`src/rtl/dag_pkg.sv`:
```
// Shared definitions for the DMA destination address generator.
// Assumes byte-addressed buses with beats of 1, 2, 4 or 8 bytes.
package dag_pkg;
    localparam logic [1:0] SZ_B8  = 2'd0;
    localparam logic [1:0] SZ_B16 = 2'd1;
    localparam logic [1:0] SZ_B32 = 2'd2;
    localparam logic [1:0] SZ_B64 = 2'd3;

    typedef enum logic {ST_IDLE, ST_ISSUE} dag_state_e;

    // Byte count of a size code.
    function automatic logic [3:0] size_bytes(input logic [1:0] code);
        return 4'd1 << code;
    endfunction

    // Smaller of two size codes.
    function automatic logic [1:0] size_min(input logic [1:0] a, input logic [1:0] b);
        return (a < b) ? a : b;
    endfunction
endpackage

```
`src/rtl/dag_addr_reg.sv`:
```
// Address register with byte-lane software writes and a hardware advance.
// Assumes the advance and the software write never need to land in the same
// cycle: the write is blocked (lock) whenever the channel is busy.
module dag_addr_reg #(
    parameter int AW = 32
) (
    input  logic              clk,
    input  logic              rst_n,
    input  logic              wr_en,
    input  logic [AW/8-1:0]   wr_be,
    input  logic [AW-1:0]     wr_data,
    input  logic              lock,
    input  logic              adv,
    input  logic [3:0]        step,
    output logic [AW-1:0]     addr
);
    localparam int LANES = AW / 8;

    logic [AW-1:0] merged;

    // Per-lane merge of write data into the current value.
    for (genvar g = 0; g < LANES; g++) begin : g_lane
        assign merged[g*8 +: 8] = wr_be[g] ? wr_data[g*8 +: 8] : addr[g*8 +: 8];
    end

    // Register update: advance has priority, writes only when unlocked.
    always_ff @(posedge clk) begin
        if (!rst_n) begin
            addr <= '0;
        end else if (adv) begin
            addr <= addr + AW'(step);
        end else if (wr_en && !lock) begin
            addr <= merged;
        end
    end
endmodule

```
`src/rtl/dag_size_sel.sv`:
```
// Beat size selection: the largest power of two allowed by the nominal size,
// the remaining byte count and the natural alignment of the address.
// Assumes LEN_W > 3 and a nonzero remaining count while in use.
module dag_size_sel #(
    parameter int LEN_W = 16
) (
    input  logic [2:0]       addr_lo,
    input  logic [LEN_W-1:0] remain,
    input  logic [1:0]       nominal,
    output logic [1:0]       beat
);
    import dag_pkg::*;

    logic [1:0] rem_code;
    logic [1:0] align_code;

    // Floor log2 of the remaining count, capped at the 8-byte code.
    always_comb begin
        if (|remain[LEN_W-1:3])   rem_code = SZ_B64;
        else if (remain[2])       rem_code = SZ_B32;
        else if (remain[1])       rem_code = SZ_B16;
        else                      rem_code = SZ_B8;
    end

    // Alignment code from the lowest set address bit.
    always_comb begin
        if (addr_lo[0])           align_code = SZ_B8;
        else if (addr_lo[1])      align_code = SZ_B16;
        else if (addr_lo[2])      align_code = SZ_B32;
        else                      align_code = SZ_B64;
    end

    // Combine the three limits.
    always_comb begin
        beat = size_min(size_min(nominal, rem_code), align_code);
    end
endmodule

```
`src/rtl/dag_ctrl.sv`:
```
// Channel sequencer: accepts start, validates the configuration, counts the
// remaining bytes and follows the beat handshake. err takes priority over ack.
// Assumes ack and err are only presented while req is high.
module dag_ctrl #(
    parameter int LEN_W = 16
) (
    input  logic             clk,
    input  logic             rst_n,
    input  logic             start,
    input  logic [LEN_W-1:0] xfer_len,
    input  logic [1:0]       cfg_size,
    input  logic             cfg_ascend,
    input  logic [2:0]       addr_lo,
    input  logic [1:0]       beat,
    input  logic             ack,
    input  logic             err,
    output logic             issuing,
    output logic [LEN_W-1:0] remain,
    output logic [1:0]       nom_sz,
    output logic             asc_q,
    output logic             adv,
    output logic             done,
    output logic             cfg_err,
    output logic             xfer_err
);
    import dag_pkg::*;

    dag_state_e       state;
    logic [LEN_W-1:0] beat_len;
    logic             good_ack;

    // Byte count of the current beat, widened to the counter.
    always_comb begin
        beat_len = LEN_W'(size_bytes(beat));
        good_ack = (state == ST_ISSUE) && ack && !err;
        issuing  = (state == ST_ISSUE);
        adv      = good_ack && asc_q;
    end

    // Sequencer state, counter and status flags.
    always_ff @(posedge clk) begin
        if (!rst_n) begin
            state    <= ST_IDLE;
            remain   <= '0;
            nom_sz   <= SZ_B8;
            asc_q    <= 1'b0;
            done     <= 1'b0;
            cfg_err  <= 1'b0;
            xfer_err <= 1'b0;
        end else begin
            done <= 1'b0;
            case (state)
                ST_IDLE: begin
                    if (start) begin
                        cfg_err  <= 1'b0;
                        xfer_err <= 1'b0;
                        if (cfg_size == SZ_B64 && addr_lo != 3'd0) begin
                            cfg_err <= 1'b1;
                        end else if (xfer_len == '0) begin
                            done <= 1'b1;
                        end else begin
                            state  <= ST_ISSUE;
                            remain <= xfer_len;
                            nom_sz <= cfg_size;
                            asc_q  <= cfg_ascend;
                        end
                    end
                end
                ST_ISSUE: begin
                    if (err) begin
                        state    <= ST_IDLE;
                        xfer_err <= 1'b1;
                    end else if (good_ack) begin
                        remain <= remain - beat_len;
                        if (remain == beat_len) begin
                            state <= ST_IDLE;
                            done  <= 1'b1;
                        end
                    end
                end
                default: state <= ST_IDLE;
            endcase
        end
    end
endmodule

```
`src/rtl/dma_dst_addr_gen.sv`:
```
// DMA destination address generator, top level. Ties the address register,
// the beat size selector and the sequencer together and exposes the beat
// handshake. Request address and size are pure functions of registered state,
// so they hold steady until ack or err.
module dma_dst_addr_gen #(
    parameter int AW    = 32,
    parameter int LEN_W = 16
) (
    input  logic             clk,
    input  logic             rst_n,
    input  logic             wr_en,
    input  logic [AW/8-1:0]  wr_be,
    input  logic [AW-1:0]    wr_data,
    output logic [AW-1:0]    addr_q,
    input  logic             start,
    input  logic [LEN_W-1:0] xfer_len,
    input  logic [1:0]       cfg_size,
    input  logic             cfg_ascend,
    output logic             busy,
    output logic             done,
    output logic             cfg_err,
    output logic             xfer_err,
    output logic             req,
    output logic [AW-1:0]    req_addr,
    output logic [1:0]       req_size,
    input  logic             ack,
    input  logic             err
);
    import dag_pkg::*;

    logic             issuing;
    logic [LEN_W-1:0] remain;
    logic [1:0]       nom_sz;
    logic             asc_q;
    logic             adv;
    logic [1:0]       beat;

    dag_addr_reg #(.AW(AW)) u_addr (
        .clk     (clk),
        .rst_n   (rst_n),
        .wr_en   (wr_en),
        .wr_be   (wr_be),
        .wr_data (wr_data),
        .lock    (issuing),
        .adv     (adv),
        .step    (size_bytes(beat)),
        .addr    (addr_q)
    );

    dag_size_sel #(.LEN_W(LEN_W)) u_size (
        .addr_lo (addr_q[2:0]),
        .remain  (remain),
        .nominal (nom_sz),
        .beat    (beat)
    );

    dag_ctrl #(.LEN_W(LEN_W)) u_ctrl (
        .clk        (clk),
        .rst_n      (rst_n),
        .start      (start),
        .xfer_len   (xfer_len),
        .cfg_size   (cfg_size),
        .cfg_ascend (cfg_ascend),
        .addr_lo    (addr_q[2:0]),
        .beat       (beat),
        .ack        (ack),
        .err        (err),
        .issuing    (issuing),
        .remain     (remain),
        .nom_sz     (nom_sz),
        .asc_q      (asc_q),
        .adv        (adv),
        .done       (done),
        .cfg_err    (cfg_err),
        .xfer_err   (xfer_err)
    );

    // Drive the handshake outputs from registered state.
    always_comb begin
        busy     = issuing;
        req      = issuing;
        req_addr = addr_q;
        req_size = beat;
    end
endmodule

```
`config.mk`:
```
export PLATFORM = sky130hd
export DESIGN_NAME = dma_dst_addr_gen
export DESIGN_NICKNAME = d
export VERILOG_FILES = /design/src/rtl/dag_pkg.sv /design/src/rtl/dag_addr_reg.sv /design/src/rtl/dag_size_sel.sv /design/src/rtl/dag_ctrl.sv /design/src/rtl/dma_dst_addr_gen.sv
export SDC_FILE = /design/constraint.sdc
export NUM_CORES = 1
export LEC_CHECK = 0
export ABC_AREA = 1
export CAP_MARGIN = 20
export CORE_MARGIN = 3
export CORE_UTILIZATION = 54
export CTS_BUF_LIST = sky130_fd_sc_hd__clkbuf_4 sky130_fd_sc_hd__clkbuf_8
export DETAILED_ROUTE_END_ITERATION = 6
export PLACE_DENSITY = 0.95
export SLEW_MARGIN = 10
export SYNTH_ARGS = -nofsm -noshare
export SYNTH_HDL_FRONTEND = slang
export SYNTH_HIERARCHICAL = 1
export SYNTH_SLANG_ARGS = --single-unit
```
`constraint.sdc`:
```
create_clock -name clk -period 5 [get_ports clk]
set_input_delay 0.75 -clock clk [delete_from_list [all_inputs] [get_ports clk]]
set_output_delay 0.75 -clock clk [all_outputs]
set_load 0.02 [all_outputs]
```
======== After elaboration in Yosys (flattened, before gate mapping) ========
Cells that the tools add are included.
storage, ports and cells
  register bits after elaboration ......... 55
cells by class
  order comparisons ....................... 2
  shift operators ......................... 1
  equality and inequality tests ........... 8
  muxes and demuxes ....................... 38
  reduce and logical (&&, ||, !) cells .... 23
  bitwise logic cells ..................... 3
  add/subtract/negate cells ............... 2
operators by type and width
  operator                                                            number
  16-bit 2-to-1 mux                                                   5
  32-bit 2-to-1 mux                                                   2
  32-bit by 4-bit adder with 32-bit output                            1
  8-bit 2-to-1 mux                                                    4
  16-bit one-hot mux with 2 select lines                              1
  1-bit 2-to-1 mux                                                    17
  16-bit by 4-bit equality test with 1-bit output                     1
  16-bit zero test                                                    1
  16-bit by 4-bit subtractor with 16-bit output                       1
  13-bit OR reduction                                                 1
  2-bit 2-to-1 mux                                                    6
  2-bit inequality test (second input constant)                       6
  2-bit AND reduction                                                 6
  2-bit nonzero test                                                  5
  1-bit one-hot mux with 2 select lines                               3
  1-bit logical AND                                                   5
  5-bit AND reduction                                                 1
  2-bit < comparator                                                  2
  4-bit AND reduction                                                 1
  1-bit by 2-bit << shifter with 4-bit output (first input constant)  1
  1-bit inverter                                                      3
  3-bit nonzero test                                                  1
  2-bit equality test (second input constant)                         1
  1-bit zero test                                                     2

======== Longest topological paths before layout ========
Gate-level depths: netlist of the first run.
  word-level depth ........................ 13
  mapped depth ............................ 27
  mapped depth without buffers ............ 27

======== Hierarchy ========
The synthesis of the first run kept the hierarchy.
modules (own cells, without submodules)
  module            area each (µm²)  cells each  instances
  dag_addr_reg      2570.0           452         1
  dag_ctrl          1649.1           270         1
  dma_dst_addr_gen  274.0            40          1
  dag_size_sel      175.2            34          1

======== Least setup slack after synthesis of the first run ========
OpenSTA, ideal clock, no wires.
  kind .................................... reg-to-reg
  start ................................... register u_ctrl.remain[10]
  end ..................................... register u_addr.addr[8]
  path buffers ............................ 0
  path slack .............................. 1492 ps
  cell stages (with the launch flop) ...... 20
  arrival ................................. 3386 ps
  cells stage by stage .................... dfxtp_1 nor2_1 nand2_1 nor2_2 nand3_1 ha_1 ha_1 nor2_1 nor2_1 a21oi_1 nor2_1 ha_1 fa_1 nand3_1 nand2_2 inv_1 nor2_4 or2_2 nand3_1 a31oi_1
between the ends
  cells in the longest elaborated chain, start to end .. 9
ends and longest elaborated chain
  what                                             line                    source
  from (decl)                                      dag_ctrl.sv:18          output logic [LEN_W-1:0] remain,
  from (signal assigned)                           dag_ctrl.sv:63          remain <= xfer_len;
  from (signal assigned)                           dag_ctrl.sv:74          remain <= remain - beat_len;
  13-bit OR reduction (*)                          dag_size_sel.sv:19      if (|remain[LEN_W-1:3]) rem_code = SZ_B64;
  2-bit 2-to-1 mux (*)                             dag_size_sel.sv:19
  2-bit < comparator                               dag_pkg.sv:18           return (a < b) ? a : b;
  2-bit 2-to-1 mux (*)                             dag_pkg.sv:18
  2-bit < comparator                               dag_pkg.sv:18
  2-bit 2-to-1 mux (*)                             dag_pkg.sv:18
  net req_size[0]                                  dma_dst_addr_gen.sv:25  output logic [1:0] req_size,
  1-bit by 2-bit << shifter with 4-bit output (*)  dag_pkg.sv:13           return 4'd1 << code;
  32-bit by 4-bit adder with 32-bit output (*)     dag_addr_reg.sv:31      addr <= addr + AW'(step);
  32-bit 2-to-1 mux (*)                            dag_addr_reg.sv:30      end else if (adv) begin
  to (signal assigned)                             dag_addr_reg.sv:31
  to (signal assigned)                             dag_addr_reg.sv:33      addr <= merged;
  to (decl)                                        dag_addr_reg.sv:15      output logic [AW-1:0] addr
Mark *: on every way through the listed nets, which the timed path passes. The rest lies on a longest branch.
A chain may end at the register's enable or synchronous reset.

======== Worst setup path after layout of the first run ========
  start ................................... register u_ctrl.remain[8]
  end ..................................... output req_size[0]
between the ends
  cells in the longest elaborated chain, start to end .. 6
ends and longest elaborated chain
  what                     line
  13-bit OR reduction (*)  dag_size_sel.sv:19
  2-bit 2-to-1 mux (*)     dag_size_sel.sv:19
  2-bit < comparator       dag_pkg.sv:18
  2-bit 2-to-1 mux (*)     dag_pkg.sv:18
  2-bit < comparator       dag_pkg.sv:18
  2-bit 2-to-1 mux (*)     dag_pkg.sv:18
  to (decl)                dma_dst_addr_gen.sv:25
Every way passes the cells marked *; elsewhere a longest branch is shown, timed or not.

==> flow_summary.toml, run 1 <==
[clock_network]
cts_setup_buffers = 0
cts_tree = "built"
insertion_delay_ps = 310
root_buffer = "clkbuf_8"
cts_buffer_depth = 2
ctsResizeCount = 0
cts_buffers = 5
cts_hold_buf = 0
clkTransAtPathRegs_ps = 110
clock-sinks = 55
cts_max_level = 2

[route]
drt_iter0_drc = 612
routed_wl_um = 13700
vias = 5504
first_pass_iters = 5
drtAntennaViolNets = 0
vias_per_cell = 5.54
drc = 0
wl_per_cell_um = 13.7

[hold_path]
hp-class = "flop to flop"

[timing]
clock_skew_ps = 10.0
setup_violations = 0
worst_slew_pin_slew_ps = 840
hold_violations = 0
finalCritPeriodShare = 0.740
slew-limit-headroom = 0.437
finalSetupTns_ps = 0
timing.hold.ws_ps = 487
max_freq_mhz = 270
rsz0062_at_grt = "false"
fin_crit_ps = 3700
slew_violations = 0

[cells_and_area]
finalInstanceArea_sq_um = 5910
fin_nets = 962
drive_gt1_frac = 0.0541
final.fill_count = 704
antenna_cells = 0
syn2layout_area_growth_pct = 26.6
final_cells = 993

[grt]
grt_pass1_vias = 4970
grt_overflow = 0
grt_use_met3 = 0.0552
grt.total_usage = 0.271
met2_usage = 0.434
grt.met1_usage = 0.365
grt_max_degree = 40
grt_pass1_wl_um = 22500
top_usage_layer = "met2"
antenna_found_initial = 0

[yosys]
ys.flop_type = "dfxtp_1"
synth_adder_area_share = 0.0407
synth_top_family_by_area = "simple AND/OR/NAND/NOR gates"
synth.distinct_cells = 44
yosys_warnings = 6
synth_compound_area_frac = 0.129
syn_area_per_cell_sq_um = 5.86
yosys.area_share.xor_xnor = 0.00938
synthArstFlopShare = 0
yosysSeqAreaShare = 0.236
synth.most_common_cell = "nand2_1"
synthTopCellsByCount = "nand2_1, nor2_1, inv_1"
synth_area_sq_um = 4670
synthMuxAreaShare = 0.00214
synthCells = 796
syn_nets = 871
synth-edff-count = 0
yosys.area_share.simple = 0.443
synth_top_cell_area_share = 0.236
yosysTopAreaCell = "dfxtp_1"
ys_top_cells_by_area = "dfxtp_1, nand2_1, nor2_1, nand3_1, inv_1"
ys_ff_latch = 55

[placement]
portBuffers = 131
place_inst = 985
place_hpwl_um = 10300
place_area_sq_um = 5790
gp_congestion = 0.976

[outcome]
status = "finished clean"

[power]
leakage_nw = 2.42
total_power_w = 0.00135
peakVddDrop_uv = 176
power.density_nw_per_um2 = 229

[critical_path]
critPathLaunchType = "flop"
cp_max_fo = 8
crit_arrival_ps = 2950
critical_path_class = "flop to primary output"
cp-end-kind = "primary output"
crit_required_ps = 4250

[floorplan]
die_w_um = 99.0
ios = 132
coreArea_sq_um = 8300
die_area_sq_um = 9800
rows = 33
die_height_um = 99.0
start_util = 0.562

[flow_run]
maxCapViolCount = 0
cell usage in the layout (no fill, tap or decap), drive strengths merged:
cell type        n
o22ai            3
clkdlybuf4s50  131
inv             80
o221ai           1
a31oi            5
fa               2
buf              2
bufinv           1
and2             2
nand2          245
nand3           72
nor3b            1
clkbuf           6
o211ai           2
a21o             1
ha              12
o21ai           40
xnor2            2
dfxtp           55
nand3b           7
or2              4
a21oi           57
o31ai            1
mux2i            1
nand4           10
nor2           134
nor3             3
clkinv           5
xor2             3
cells by family (layout without fill, tap and decap cells):
kind of cell / count (synthesis) / after routing
AND/OR/NAND/NOR: 478 / 478
flip-flops: 55 / 55
AO/OA/AOI/OAI: 110 / 110
XOR/XNOR: 5 / 5
multiplexers: 1 / 1
buffers and inverters: 133 / 225
adder cells (fa/ha/maj): 14 / 14
routing by layer:
| layer | part of all wire | vias up | wire length [um] |
|---|---|---|---|
| li1 | - | 2698 | - |
| met2 | 0.44 | 336 | 6060 |
| met3 | 0.11 | 38 | 1560 |
| met1 | 0.42 | 2432 | 5690 |
| met4 | 0.025 | 0 | 344 |
| met5 | 0 | - | 0 |
worst max-delay path: stages (launching register included):
cell,delay (ps)
dfxtp_1,370
nor2_1,120
nand2_1,90
nor2_2,150
nand3_1,110
ha_1,220
ha_1,290
nor2_1,100
nor2_1,50
a21oi_1,400
clkdlybuf4s50_1,730
path summary, 6_finish.rpt:
| kind | slack, ps | depth (start not counted) | start | end |
|---|---|---|---|---|
| worst max-delay path | 1300 | 10 | u_ctrl/remain[8] | req_size[0] |
| worst min-delay path | 490 | 2 | u_ctrl/asc_q | u_ctrl/asc_q |
| worst max register to register | 1370 | 19 | u_ctrl/remain[8] | u_addr/addr[8] |
| worst min register to register | 490 | 2 | u_ctrl/asc_q | u_ctrl/asc_q |
where the power goes:
| group | internal (W) | switching (W) |
|---|---|---|
| sequential | 0.000471 | 0.0000452 |
| clock | 0.000163 | 0.000157 |
| combinational | 0.000216 | 0.000298 |
| total | 0.000850 | 0.000500 |
flip-flops by register name, summed over array words and instances (netlist names):
register / cells
u_ctrl/issuing: 1
u_ctrl/asc_q: 1
u_addr/addr: 32
u_ctrl/done: 1
u_ctrl/cfg_err: 1
u_ctrl/remain: 16
u_ctrl/nom_sz: 2
u_ctrl/xfer_err: 1
metrics by stage:
stage | worst slack [ps] | utilization
finish | 1300 | 0.712
global route | 1080 | 0.712
CTS | 1300 | 0.712
detailed placement | 1430 | 0.698
global placement | 1520 | 0.698
floorplan | 1490 | -
layout make-up:
type,count,area [sq um],area share
Multi-Input combinational cell,608,2920,0.494
Timing Repair Buffer,133,1330,0.224
Sequential cell,55,1100,0.186
Inverter,84,317,0.0536
Tap cell,105,131,0.0222
Clock buffer,6,82.6,0.0140
Clock inverter,2,35.0,0.00593
No activity file was read; power rests on OpenSTA's default activity.
==> run 2, diff against run 1 <==
- CORE_UTILIZATION: 54 -> 50
- PLACE_DENSITY: 0.95 -> 0.89
- clock period: 5 -> 3.67 ns (I/O delays scaled with it)
==> run 2 against run 1 <==
Sequential power rose by 36%. Total power rose by 30%. Final area rose by 0.15%. Register-to-register slack got worse by 1000 ps. Wire length fell by 3.2%. Clock skew fell by 0.56 ps. Clock power rose by 8.4%. Worst hold slack improved by 2.6 ps. Largest power group unchanged.
==> flow_summary.toml, run 2 (synthesis results as in run 1) <==
[clock_network]
insertion_delay_ps = 310
cts_max_level = 2
root_buffer = "clkbuf_8"
cts_tree = "built"
cts_setup_buffers = 0
cts_buffers = 5
cts_buffer_depth = 2
clkTransAtPathRegs_ps = 110
clock-sinks = 55

[power]
leakage_nw = 2.41
power.density_nw_per_um2 = 296
peakVddDrop_uv = 200

[cells_and_area]
largestRegisters = "u_addr/addr (32), u_ctrl/remain (16), u_ctrl/nom_sz (2)"
top_register = "u_addr/addr"
drive_gt1_frac = 0.0605
multiInputGateArea_sq_um = 2920
syn2layout_area_growth_pct = 26.8
largest_reg_flops = 32
final.fill_count = 814
mostFrequentLayoutCells = "nand2_1, clkdlybuf4s50_1, nor2_1, inv_1, nand3_1"
final_cells = 1000
antenna_cells = 0
layout_commonest_cell = "nand2_1"
fin_nets = 966
seqCellArea_sq_um = 1100

[route]
vias = 5274
drc = 0
routed_wl_um = 13200
first_pass_iters = 5
wl_per_cell_um = 13.2
drt_iter0_drc = 349
vias_per_cell = 5.27
drtAntennaViolNets = 0

[placement]
portBuffers = 131
gp_congestion = 0.934
dp_slack_ps = 343
place_inst = 992
place_hpwl_um = 10100

[grt]
grt_use_met3 = 0.0433
grt.met1_usage = 0.339
grt_max_degree = 40
grt_overflow = 0
grt.total_usage = 0.240
top_usage_layer = "met2"
antenna_found_initial = 0
grt_pass1_vias = 4449
met2_usage = 0.383
grt_pass1_wl_um = 20700

[timing]
fin_crit_ps = 3350
worst_slew_pin_slew_ps = 794
clock_skew_ps = 9.46
max_freq_mhz = 299
finalSetupTns_ps = 0
finalCritPeriodShare = 0.912
hold_violations = 0
setup_violations = 0
rsz0062_at_grt = "false"
slew-limit-headroom = 0.467
setup_slack_ps = 324
slew_violations = 0

[critical_path]
critPathLaunchType = "flop"
critical_path_class = "flop to flop"
cp_max_fo = 7
cp-end-kind = "flop"
crit_arrival_ps = 3530
crit_required_ps = 3850
r2r_setup_slack_ps = 320

[floorplan]
die_w_um = 103
start_util = 0.525
rows = 34
die_height_um = 103
ios = 132
die_area_sq_um = 10500
coreArea_sq_um = 8890

[hold_path]
hp-class = "flop to flop"

[outcome]
status = "finished clean"

[flow_run]
maxCapViolCount = 0
==> run 2: through the flow <==
step | power, W | util | instance area [sq um] | hold slack, ps
final | 0.00175 | 0.666 | 5920 | 490
after global routing | 0.00187 | 0.666 | 5920 | 507
after CTS | 0.00175 | 0.665 | 5910 | 479
after detailed placement | 0.00141 | 0.655 | 5830 | 465
after global placement | 0.00139 | 0.655 | 5830 | 451
after floorplan | 0.00117 | - | 4670 | 430
==> run 2: worst paths after layout <==
check | start | to | depth (start not counted)
max reg2reg | u_ctrl/remain[10] | u_addr/addr[8] | 19
min | u_ctrl/asc_q | u_ctrl/asc_q | 2
max | u_ctrl/remain[10] | u_addr/addr[8] | 19
min reg2reg | u_ctrl/asc_q | u_ctrl/asc_q | 2
==> run 2: worst max-delay path, stage by stage (launching register included) <==
cell     delay, ps
dfxtp_1        370
nor2_1         110
nand2_1         80
nor2_2         140
nand3_1        120
ha_1           230
ha_1           300
nor2_1         100
nor2_1          50
a21oi_1        160
nor2_1          60
ha_1           270
fa_1           410
nand3_1        110
nand2_2        100
inv_1          140
nor2_4          60
or2_2          270
nand3_1         70
a31oi_1         70
==> run 2: final cells by class <==
class                      count  area share
multi-input combinational    608       0.493
timing repair buffer         137       0.229
sequential                    55       0.186
inverter                      84      0.0535
tap                          108      0.0228
clock buffer                   5      0.0116
clock inverter                 3     0.00338
==> run 2: what timing repair did <==
action,4_1_cts,5_1_grt
endpoints found under the setup margin,0,10
resized for setup,0,3
hold buffers,0,0
==> run 2: metal layers <==
layer / vias up / routed length (um)
met5: - / 0
met4: 0 / 220
met3: 23 / 1340
met2: 254 / 5820
met1: 2288 / 5830
li1: 2709 / -
==> run 2: report_power, final <==
| group | leakage (nW) | switching, W | internal [W] |
|---|---|---|---|
| Combinational | 1.92 | 0.000401 | 0.000299 |
| Sequential | 0.452 | 0.0000623 | 0.000642 |
| Clock | 0.0402 | 0.000213 | 0.000134 |
| Total | 2.41 | 0.000676 | 0.00108 |
